<file path="src/rtl/gpio_bank_pkg.sv">
// Shared constants, types and address helpers for the GPIO bank controller.
// Assumes eight pins per group and a byte-wide register bus.
package gpio_bank_pkg;

    localparam int GRP_PINS = 8;
    localparam int BUS_W    = 8;

    localparam logic [7:0] PEND_BASE  = 8'h0B;
    localparam logic [7:0] MASK_BASE  = 8'h19;
    localparam logic [7:0] AUX_BASE   = 8'h1B;
    localparam logic [7:0] DRV_BASE   = 8'h2B;
    localparam logic [7:0] SNS_BASE   = 8'h33;
    localparam int         GRP_STRIDE = 16;

    typedef enum logic [1:0] {
        DET_OFF  = 2'd0,
        DET_FALL = 2'd1,
        DET_RISE = 2'd2,
        DET_BOTH = 2'd3
    } det_mode_e;

    // Drive register image, bit 5 down to bit 0.
    typedef struct packed {
        logic       dir;
        logic       od;
        logic       pull_en;
        logic [1:0] pull_sel;
        logic       val;
    } drv_cfg_t;

    function automatic logic [7:0] drv_addr(int unsigned pin);
        return DRV_BASE + 8'((pin / GRP_PINS) * GRP_STRIDE + pin % GRP_PINS);
    endfunction

    function automatic logic [7:0] sns_addr(int unsigned pin);
        return SNS_BASE + 8'((pin / GRP_PINS) * GRP_STRIDE + pin % GRP_PINS);
    endfunction

endpackage

</file>
<file path="src/rtl/gpio_pin_sampler.sv">
// Synchronises asynchronous pin levels through two flops and flags edges
// that match each pin's detection mode. Assumes pin_in may change at any time.
module gpio_pin_sampler
    import gpio_bank_pkg::*;
#(
    parameter int NPINS = 16
) (
    input  logic                  clk,
    input  logic                  rst_n,
    input  logic [NPINS-1:0]      pin_in,
    input  det_mode_e [NPINS-1:0] det_mode,
    output logic [NPINS-1:0]      level,
    output logic [NPINS-1:0]      hit
);

    logic [NPINS-1:0] meta_q;
    logic [NPINS-1:0] sync_q;
    logic [NPINS-1:0] prev_q;

    // Two-flop synchroniser plus one-cycle history for edge comparison.
    always_ff @(posedge clk) begin
        if (!rst_n) begin
            meta_q <= '0;
            sync_q <= '0;
            prev_q <= '0;
        end else begin
            meta_q <= pin_in;
            sync_q <= meta_q;
            prev_q <= sync_q;
        end
    end

    assign level = sync_q;

    for (genvar p = 0; p < NPINS; p++) begin : g_edge
        logic rise, fall;
        assign rise = sync_q[p] & ~prev_q[p];
        assign fall = ~sync_q[p] & prev_q[p];

        // Qualify the raw edges with the pin's selected mode.
        always_comb begin
            unique case (det_mode[p])
                DET_FALL: hit[p] = fall;
                DET_RISE: hit[p] = rise;
                DET_BOTH: hit[p] = rise | fall;
                default:  hit[p] = 1'b0;
            endcase
        end
    end

endmodule

</file>
<file path="src/rtl/gpio_irq_unit.sv">
// Holds sticky pending bits and produces the registered interrupt.
// Assumes clr and hit are single-cycle qualified vectors; a hit beats a clear.
module gpio_irq_unit #(
    parameter int NPINS = 16
) (
    input  logic             clk,
    input  logic             rst_n,
    input  logic [NPINS-1:0] hit,
    input  logic [NPINS-1:0] clr,
    input  logic [NPINS-1:0] mask,
    output logic [NPINS-1:0] pend,
    output logic             irq
);

    logic [NPINS-1:0] pend_q;
    logic             irq_q;

    // Pending bits: clear on write-one, set on edge, edge takes priority.
    always_ff @(posedge clk) begin
        if (!rst_n) pend_q <= '0;
        else        pend_q <= (pend_q & ~clr) | hit;
    end

    // Interrupt line: any pending bit that is not masked.
    always_ff @(posedge clk) begin
        if (!rst_n) irq_q <= 1'b0;
        else        irq_q <= |(pend_q & ~mask);
    end

    assign pend = pend_q;
    assign irq  = irq_q;

endmodule

</file>
<file path="src/rtl/gpio_cfg_regs.sv">
// Register file: per-pin drive and sense registers, per-group mask and
// auxiliary mask registers, pending-clear decode and registered read mux.
// Assumes at most one access per cycle; unmapped reads give zero.
module gpio_cfg_regs
    import gpio_bank_pkg::*;
#(
    parameter int N_GRPS = 2,
    localparam int NPINS = N_GRPS * GRP_PINS
) (
    input  logic                  clk,
    input  logic                  rst_n,
    input  logic [7:0]            bus_addr,
    input  logic [BUS_W-1:0]      bus_wdata,
    input  logic                  bus_wr,
    input  logic                  bus_rd,
    output logic [BUS_W-1:0]      bus_rdata,
    input  logic [NPINS-1:0]      level,
    input  logic [NPINS-1:0]      pend,
    output drv_cfg_t [NPINS-1:0]  drv_cfg,
    output det_mode_e [NPINS-1:0] det_mode,
    output logic [NPINS-1:0]      mask,
    output logic [NPINS-1:0]      clr
);

    drv_cfg_t  [NPINS-1:0]              drv_q;
    det_mode_e [NPINS-1:0]              det_q;
    logic      [N_GRPS-1:0][GRP_PINS-1:0] mask_q;
    logic      [N_GRPS-1:0][GRP_PINS-1:0] aux_q;
    logic      [BUS_W-1:0]              rd_mux;
    logic      [BUS_W-1:0]              rdata_q;

    // Per-pin configuration writes.
    always_ff @(posedge clk) begin
        if (!rst_n) begin
            drv_q <= '0;
            det_q <= {NPINS{DET_OFF}};
        end else if (bus_wr) begin
            for (int p = 0; p < NPINS; p++) begin
                if (bus_addr == drv_addr(p)) drv_q[p] <= drv_cfg_t'(bus_wdata[5:0]);
                if (bus_addr == sns_addr(p)) det_q[p] <= det_mode_e'(bus_wdata[2:1]);
            end
        end
    end

    // Per-group mask and auxiliary mask writes.
    always_ff @(posedge clk) begin
        if (!rst_n) begin
            mask_q <= '1;
            aux_q  <= '1;
        end else if (bus_wr) begin
            for (int g = 0; g < N_GRPS; g++) begin
                if (bus_addr == MASK_BASE + 8'(g)) mask_q[g] <= bus_wdata;
                if (bus_addr == AUX_BASE + 8'(g))  aux_q[g]  <= bus_wdata;
            end
        end
    end

    // Write-one-to-clear decode for the pending registers.
    always_comb begin
        for (int p = 0; p < NPINS; p++) begin
            clr[p] = bus_wr && (bus_addr == PEND_BASE + 8'(p / GRP_PINS))
                     && bus_wdata[p % GRP_PINS];
        end
    end

    // Read multiplexer over every mapped register; zero elsewhere.
    always_comb begin
        rd_mux = '0;
        for (int p = 0; p < NPINS; p++) begin
            if (bus_addr == drv_addr(p)) rd_mux = {2'b00, drv_q[p]};
            if (bus_addr == sns_addr(p)) rd_mux = {5'b0, det_q[p], level[p]};
        end
        for (int g = 0; g < N_GRPS; g++) begin
            if (bus_addr == PEND_BASE + 8'(g)) rd_mux = pend[g*GRP_PINS +: GRP_PINS];
            if (bus_addr == MASK_BASE + 8'(g)) rd_mux = mask_q[g];
            if (bus_addr == AUX_BASE + 8'(g))  rd_mux = aux_q[g];
        end
    end

    // Read data register: loads on a read strobe, holds otherwise.
    always_ff @(posedge clk) begin
        if (!rst_n)      rdata_q <= '0;
        else if (bus_rd) rdata_q <= rd_mux;
    end

    assign bus_rdata = rdata_q;
    assign drv_cfg   = drv_q;
    assign det_mode  = det_q;
    assign mask      = mask_q;

endmodule

</file>
<file path="src/rtl/gpio_edge_bank.sv">
// Top level of the GPIO bank controller: ties the register file, the pin
// sampler and the interrupt unit together and forms the pad-side outputs.
// Assumes synchronous active-low reset and a single clock domain for the bus.
module gpio_edge_bank
    import gpio_bank_pkg::*;
#(
    parameter int N_GRPS = 2,
    localparam int NPINS = N_GRPS * GRP_PINS
) (
    input  logic               clk,
    input  logic               rst_n,
    input  logic [7:0]         bus_addr,
    input  logic [BUS_W-1:0]   bus_wdata,
    input  logic               bus_wr,
    input  logic               bus_rd,
    output logic [BUS_W-1:0]   bus_rdata,
    input  logic [NPINS-1:0]   pin_in,
    output logic [NPINS-1:0]   pin_out,
    output logic [NPINS-1:0]   pin_oe,
    output logic [NPINS-1:0]   pin_od,
    output logic [NPINS-1:0]   pin_pull_en,
    output logic [2*NPINS-1:0] pin_pull_sel,
    output logic               irq
);

    drv_cfg_t  [NPINS-1:0] drv_cfg;
    det_mode_e [NPINS-1:0] det_mode;
    logic      [NPINS-1:0] level_vec;
    logic      [NPINS-1:0] hit_vec;
    logic      [NPINS-1:0] clr_vec;
    logic      [NPINS-1:0] mask_vec;
    logic      [NPINS-1:0] pend_vec;

    gpio_cfg_regs #(.N_GRPS(N_GRPS)) u_regs (
        .clk       (clk),
        .rst_n     (rst_n),
        .bus_addr  (bus_addr),
        .bus_wdata (bus_wdata),
        .bus_wr    (bus_wr),
        .bus_rd    (bus_rd),
        .bus_rdata (bus_rdata),
        .level     (level_vec),
        .pend      (pend_vec),
        .drv_cfg   (drv_cfg),
        .det_mode  (det_mode),
        .mask      (mask_vec),
        .clr       (clr_vec)
    );

    gpio_pin_sampler #(.NPINS(NPINS)) u_sampler (
        .clk      (clk),
        .rst_n    (rst_n),
        .pin_in   (pin_in),
        .det_mode (det_mode),
        .level    (level_vec),
        .hit      (hit_vec)
    );

    gpio_irq_unit #(.NPINS(NPINS)) u_irq (
        .clk   (clk),
        .rst_n (rst_n),
        .hit   (hit_vec),
        .clr   (clr_vec),
        .mask  (mask_vec),
        .pend  (pend_vec),
        .irq   (irq)
    );

    for (genvar p = 0; p < NPINS; p++) begin : g_pad
        // Pad-side view of one pin's drive register.
        assign pin_out[p]           = drv_cfg[p].val;
        assign pin_oe[p]            = drv_cfg[p].dir & (~drv_cfg[p].od | ~drv_cfg[p].val);
        assign pin_od[p]            = drv_cfg[p].od;
        assign pin_pull_en[p]       = drv_cfg[p].pull_en;
        assign pin_pull_sel[2*p +: 2] = drv_cfg[p].pull_sel;
    end

endmodule

</file>
<file path="config.mk">
export PLATFORM = sky130hd
export DESIGN_NAME = gpio_edge_bank
export DESIGN_NICKNAME = d
export VERILOG_FILES = /design/src/rtl/gpio_bank_pkg.sv /design/src/rtl/gpio_pin_sampler.sv /design/src/rtl/gpio_irq_unit.sv /design/src/rtl/gpio_cfg_regs.sv /design/src/rtl/gpio_edge_bank.sv
export SDC_FILE = /design/constraint.sdc
export NUM_CORES = 1
export LEC_CHECK = 0
export BUFFER_PORTS_ARGS = -buffer_cell sky130_fd_sc_hd__buf_4
export CORE_MARGIN = 8
export CORE_UTILIZATION = 29
export DETAILED_ROUTE_END_ITERATION = 6
export GPL_TIMING_DRIVEN = 0
export PLACE_DENSITY = 0.56
export SLEW_MARGIN = 20
export SYNTH_ARGS = -nofsm -noshare
export SYNTH_HDL_FRONTEND = slang
export SYNTH_HIERARCHICAL = 1
export SYNTH_SLANG_ARGS = --single-unit
</file>
<file path="constraint.sdc">
create_clock -name clk -period 1.99 [get_ports clk]
set_input_delay 0.2985 -clock clk [delete_from_list [all_inputs] [get_ports clk]]
set_output_delay 0.2985 -clock clk [all_outputs]
set_load 0.02 [all_outputs]
</file>
Word-level counts from Yosys, hierarchy flattened
Cells that the tools add are included.

Register bits: 233. Input bits: 36. Output and inout bits: 105. Word-level logic and storage cells: 450.

Eq/ne operators: 86. Multiplexer cells: 54. Bitwise operators: 149. Reduce and logical (&&, ||, !) cells: 55.

Operators with widths (count): $mux W6 (32); $eq A8 B6 Y1 const B (21); $eq A8 B7 Y1 const B (11); $reduce_and A2 Y1 (36); $eq A2 B2 Y1 const B (32); $not A1 Y1 (64); $and A1 B1 Y1 (48); $mux W8 (6); $pmux W1 S3 (16); $and A16 B16 Y16 (2); $eq A2 B1 Y1 const B (16); $eq A8 B5 Y1 const B (4); $not A16 Y16 (2); $or A1 B1 Y1 (32); $logic_and A1 B1 Y1 (18); $eq A8 B4 Y1 const B (2); $or A16 B16 Y16 (1); $reduce_or A16 Y1 (1).

Logic depth before layout (Yosys ltp)
Depth after elaboration: 39. Mapped depth: 10. Gate-level depth less buffers: 7.

Modules after synthesis
The synthesis kept the hierarchy.

By module, submodules not included: gpio_cfg_regs (instances 1, cells each 1119, area each 8934.8 um2, sequential area each 3363.2 um2); gpio_pin_sampler (instances 1, cells each 243, area each 2233.4 um2, sequential area each 960.9 um2); gpio_irq_unit (instances 1, cells each 92, area each 679.4 um2, sequential area each 340.3 um2); gpio_edge_bank (instances 1, cells each 16, area each 180.2 um2, sequential area each 0.0 um2).

Worst setup path after synthesis
OpenSTA, ideal clock, no wires.

Kind: in2reg. Start point: input bus_addr[7]. End point: register u_irq.pend_q[0], in the netlist u_irq/pend[0]. Library setup time: 0.117 ns. Arrival: 1.906 ns. Required time: 1.873 ns. Slack: -0.033 ns. Stages on the path: 8. Buffers on the path: 2. Cells stage by stage: buf_6 > or4_1 > nor2_1 > clkbuf_1 > and3_1 > inv_1 > a21oi_1 > nor2_1.

Cells in the longest elaborated chain, start to end: 6.

RTL lines: from (decl) (line gpio_edge_bank.sv:12) `input logic [7:0] bus_addr,`; $eq A8 B4 Y1 (line gpio_cfg_regs.sv:61) `clr[p] = bus_wr && (bus_addr == PEND_BASE + 8'(p / GRP_PINS))`; $logic_and A1 B1 Y1 (line gpio_cfg_regs.sv:61); $logic_and A1 B1 Y1 (line gpio_cfg_regs.sv:62) `&& bus_wdata[p % GRP_PINS];`; named net clr_vec[0] (line gpio_edge_bank.sv:30) `logic [NPINS-1:0] clr_vec;`; $not A16 Y16 (line gpio_irq_unit.sv:21) `else pend_q <= (pend_q & ~clr) | hit;`; $and A16 B16 Y16 (line gpio_irq_unit.sv:21); $or A16 B16 Y16 (line gpio_irq_unit.sv:21); to (signal assigned) (line gpio_irq_unit.sv:21); to (decl) (line gpio_irq_unit.sv:15) `logic [NPINS-1:0] pend_q;`.

The timed path passes the listed nets, and every way through them passes these cells. A chain may end at the register's enable or synchronous reset.

Worst setup path in the final report
Start point: input bus_addr[0]. End point: register u_regs.rdata_q[0], in the netlist u_regs/bus_rdata[0].

Cells in the longest elaborated chain, start to end: 39. Elaborated cells on any way between the ends: 76. Those cells by class: eq/ne: 38; mux: 38.

RTL lines: $eq A8 B6 Y1 (line gpio_cfg_regs.sv:70) `if (bus_addr == drv_addr(p)) rd_mux = {2'b00, drv_q[p]};`; $mux W6 (line gpio_cfg_regs.sv:70); $mux W6 (line gpio_cfg_regs.sv:71) `if (bus_addr == sns_addr(p)) rd_mux = {5'b0, det_q[p], level[p]};`; $mux W6 (line gpio_cfg_regs.sv:70); $mux W6 (line gpio_cfg_regs.sv:71); $mux W6 (line gpio_cfg_regs.sv:70); $mux W6 (line gpio_cfg_regs.sv:71); $mux W6 (line gpio_cfg_regs.sv:70); (+23 left out); $mux W6 (line gpio_cfg_regs.sv:70); $mux W6 (line gpio_cfg_regs.sv:71); $mux W8 (line gpio_cfg_regs.sv:74) `if (bus_addr == PEND_BASE + 8'(g)) rd_mux = pend[g*GRP_PINS +: GRP_PINS];`; $mux W8 (line gpio_cfg_regs.sv:75) `if (bus_addr == MASK_BASE + 8'(g)) rd_mux = mask_q[g];`; $mux W8 (line gpio_cfg_regs.sv:76) `if (bus_addr == AUX_BASE + 8'(g)) rd_mux = aux_q[g];`; $mux W8 (line gpio_cfg_regs.sv:74); $mux W8 (line gpio_cfg_regs.sv:75); $mux W8 * (line gpio_cfg_regs.sv:76); to (signal assigned) (line gpio_cfg_regs.sv:83) `else if (bus_rd) rdata_q <= rd_mux;`; to (decl) (line gpio_cfg_regs.sv:30) `logic [BUS_W-1:0] rdata_q;`.

Mark *: on every way between the ends. The rest lies on a longest branch, timed or not.

==> impl_results.md <==
- Status: complete, but fails checks
- Violated checks: setup timing
- Total power: approximately 0.011 W
- # nets final: between 1.5k and 2k
- Number of synthesized register bits: ~230
- Synth Instances: roughly 1.5k
- DRT iter0 DRCs: 1261
- Post-route DRC: 0
- Ys flop type: dfxtp_1
- Gpl congestion: around 1
- Post-synth EDFFs: 0
- HPWL Detailed: ~44000 µm
- Layout Cells excl Fill: 2212
- Fin Hold WS: approximately 33 ps
- Finished Cell Area: 15310 µm²
- Synthesized Nets: roughly 1.5k
- Arrival time at the worst endpoint: 2490 ps
- Final worst setup slack: -55.28 ps
- Die Footprint: approximately 48000 µm²
- Final hold viol count: 0
- First-pass GRT wire length: approximately 83000 µm
- Clock latency on the worst-skew pair: between 500 and 600 ps
- Max_slew headroom: between 20 and 25%
- H-tree depth: 1
- Die width: 219.7 µm
- # rows: between 70 and 80
- Boundary pin count: ~140
- Worst Path Required: between 2000 and 2500 ps
- Number of buffers created by CTS: 27
- Share of cells above drive strength 1: between 20% and 30%
- Adder-Cell Fraction of Synth Area: approximately 3.3%
- RSZ-0062 raised after global routing: yes
- Tmin final: 2045 ps
- Post-Synth Simple-Gate Area: between 20% and 30%
- MaxCap Viol Count: 0
- Fillers: 4288
- Clock transition at path regs: approximately 70 ps
- Total wire length: slightly below 60000 µm
- Final max-slew violation count: 0
- CP Capture Type: register
- Largest family of logic cells by synthesized area: simple AND/OR/NAND/NOR gates
- Clock Skews: around 19 ps
- CTS root buf: clkbuf_16
- Fmax: 488.9 MHz
- Peak VDD IR: approximately 600 µV
- IO buf count: ~140
- Detailed Routing Iterations Pass 1: 5
- Routed len/inst: 26.29 µm
- Diodes inserted: 0
- Post-DRT Antenna Nets: 0
- # clock sinks: 233
- Final number of setup-violating endpoints: 7
- FFs w/ async S/R, synth: 0%
- Clock Tree Buf Depth: 3
- Worst hold path type: in -> reg
- Pin count of the biggest net entering global routing: 15
- Crit path kind: in -> reg
- Placed cell area: 13760 µm²
- Crit start category: input pin
- Power Density: about 700 nW/µm²
- Synth cell types: a little under 80
- Area delta synth->final: 27.28%
- Worst slack at placement: -1485 ps
- Crit share post-route: 102.8%
- Synthesized area: about 12000 µm²
- Initial antenna violation count: 0
- Initial Util: 29.39%
- Avg Inst Size Synth: a little over 8 µm²
- Compound-Gate Fraction of Synth Area: a little over a fifth
- Leakage: ~5.8 nW
- GR Util All Layers: roughly a quarter
- Total number of vias: between 10k and 15k
- Worst-Margin Slew: between 1000 and 1500 ps
- Xor/xnor share of the synthesized area: 0%
- CTS tree: done
- Post-synthesis mux area share: about 4.8%
- Die height: approximately 220 µm
- Sequential area share after synthesis: between 30% and 40%
- Worst-path fanout max: 10
- Avg Vias per Cell: approximately 5.5
- Vias in the first global route: between 10k and 15k
- GR Overflow Total: 0
- Core area: about 41000 µm²
- Placed Instances: between 2k and 2.5k
- Synth warn: 6
## critical path, stage by stage
cell,delay [ps]
buf_4,120
buf_4,170
buf_4,210
nand2_1,380
nor3_4,150
a21oi_1,270
and4b_4,300
o2111ai_2,220
a311oi_2,300
nor2_1,60
## report_power, final
part	total (W)	internal, W	switching (W)
clock network	0.00500	0.00285	0.00215
logic	0.000917	0.000293	0.000624
registers	0.00475	0.00471	0.0000393
## cells in the final DEF (no fill, tap or decap), drive strengths merged, types with 4 or more instances in the layout
cell type / netlist / final
nor3: 21 / 21
a21boi: 101 / 101
o2111ai: 9 / 9
o21ai: 80 / 80
nor2b: 80 / 80
inv: 68 / 71
a211oi: 7 / 7
a22oi: 24 / 24
nor2: 66 / 66
a2111oi: 4 / 4
nand2: 228 / 228
and3: 21 / 21
nand3: 99 / 99
mux2i: 49 / 49
o32ai: 5 / 5
a32oi: 5 / 5
a21oi: 42 / 42
and2: 54 / 54
ha: 32 / 32
clkinv: 2 / 8
buf: 37 / 180
dfxtp: 233 / 233
a31oi: 12 / 12
mux2: 8 / 8
nand2b: 10 / 10
o211ai: 10 / 10
nor4b: 4 / 4
o22ai: 23 / 23
a221oi: 16 / 16
clkinvlp: 0 / 4
nor4: 4 / 4
clkbuf: 65 / 102
a22o: 6 / 6
dlygate4sd3: 0 / 16
## final timing paths
| path | start | endpoint | slack (ps) | cells past startpoint |
|---|---|---|---|---|
| worst min-delay path | bus_wdata[7] | u_regs/mask[15] | 30 | 3 |
| worst max register to register | u_regs/drv_cfg[0] | u_regs/bus_rdata[0] | 20 | 7 |
| worst min register to register | u_sampler/meta_q[15] | u_sampler/level[15] | 430 | 1 |
| worst max-delay path | bus_addr[0] | u_regs/bus_rdata[0] | -60 | 10 |
## layout make-up
type	count	area [µm²]	area share [%]
plain buffers	100	553.0	3.613
clock buffers	34	762.0	4.978
clock inverters	14	118.9	0.7765
inverters	70	267.8	1.749
multi-input cells	1065	6977	45.57
flip-flops and latches	233	4668	30.49
well taps	532	665.6	4.348
repair buffers	164	1296	8.468
## flip-flops by register name, summed over array words and instances (netlist names)
register          cells
u_regs/mask          16
u_sampler/prev_q     16
u_irq/pend           16
u_regs/drv_cfg       96
u_regs/bus_rdata      8
u_irq/irq             1
u_regs/det_mode      32
u_sampler/level      16
u_regs/aux_q         16
u_sampler/meta_q     16
## routing by layer
metal / vias to the layer above / part of all wire, % / track usage (%)
met5: - / 0 / 0
met4: 0 / 4.3 / 8.573
met3: 129 / 7.8 / 4.045
met2: 558 / 45 / 37.27
met1: 5990 / 43 / 31.30
li1: 5519 / - / -
## cell usage after synthesis, drive strengths merged (37+ instances only)
master  number  area, µm²
nor2b       80      500.5
nand2      228      858.3
dfxtp      233       4664
a21boi     101      818.3
o21ai       80      400.4
clkbuf      65      247.7
nand3       99      495.5
buf         37      217.7
mux2i       49      490.5
inv         68      255.2
a21oi       42      210.2
and2        54      337.8
nor2        66      289.0
## logic make-up after synthesis
group | Yosys count
AO/OA/AOI/OAI | 364
adder cells (fa/ha/maj) | 32
buffers and inverters | 172
flip-flops | 233
multiplexers | 57
AND/OR/NAND/NOR | 612
## timing repair
item / 4_1_cts / 5_1_grt
gates resized for setup: 54 / 56
buffers inserted: 8 / 4
endpoints found under the hold margin: 16 / 0
endpoints found under the setup margin: 117 / 66
pin swaps: 11 / 8
hold buffers: 16 / 0
## through the flow
| stage | setup TNS (ps) | utilization, % |
|---|---|---|
| after floorplan | 0 | - |
| after global placement | -113620 | 33.63 |
| after detailed placement | -113950 | 33.63 |
| after CTS | -229.3 | 36.86 |
| after global routing | -109.2 | 37.41 |
| final | -168.4 | 37.41 |
Power figures use the tool's default switching activity.
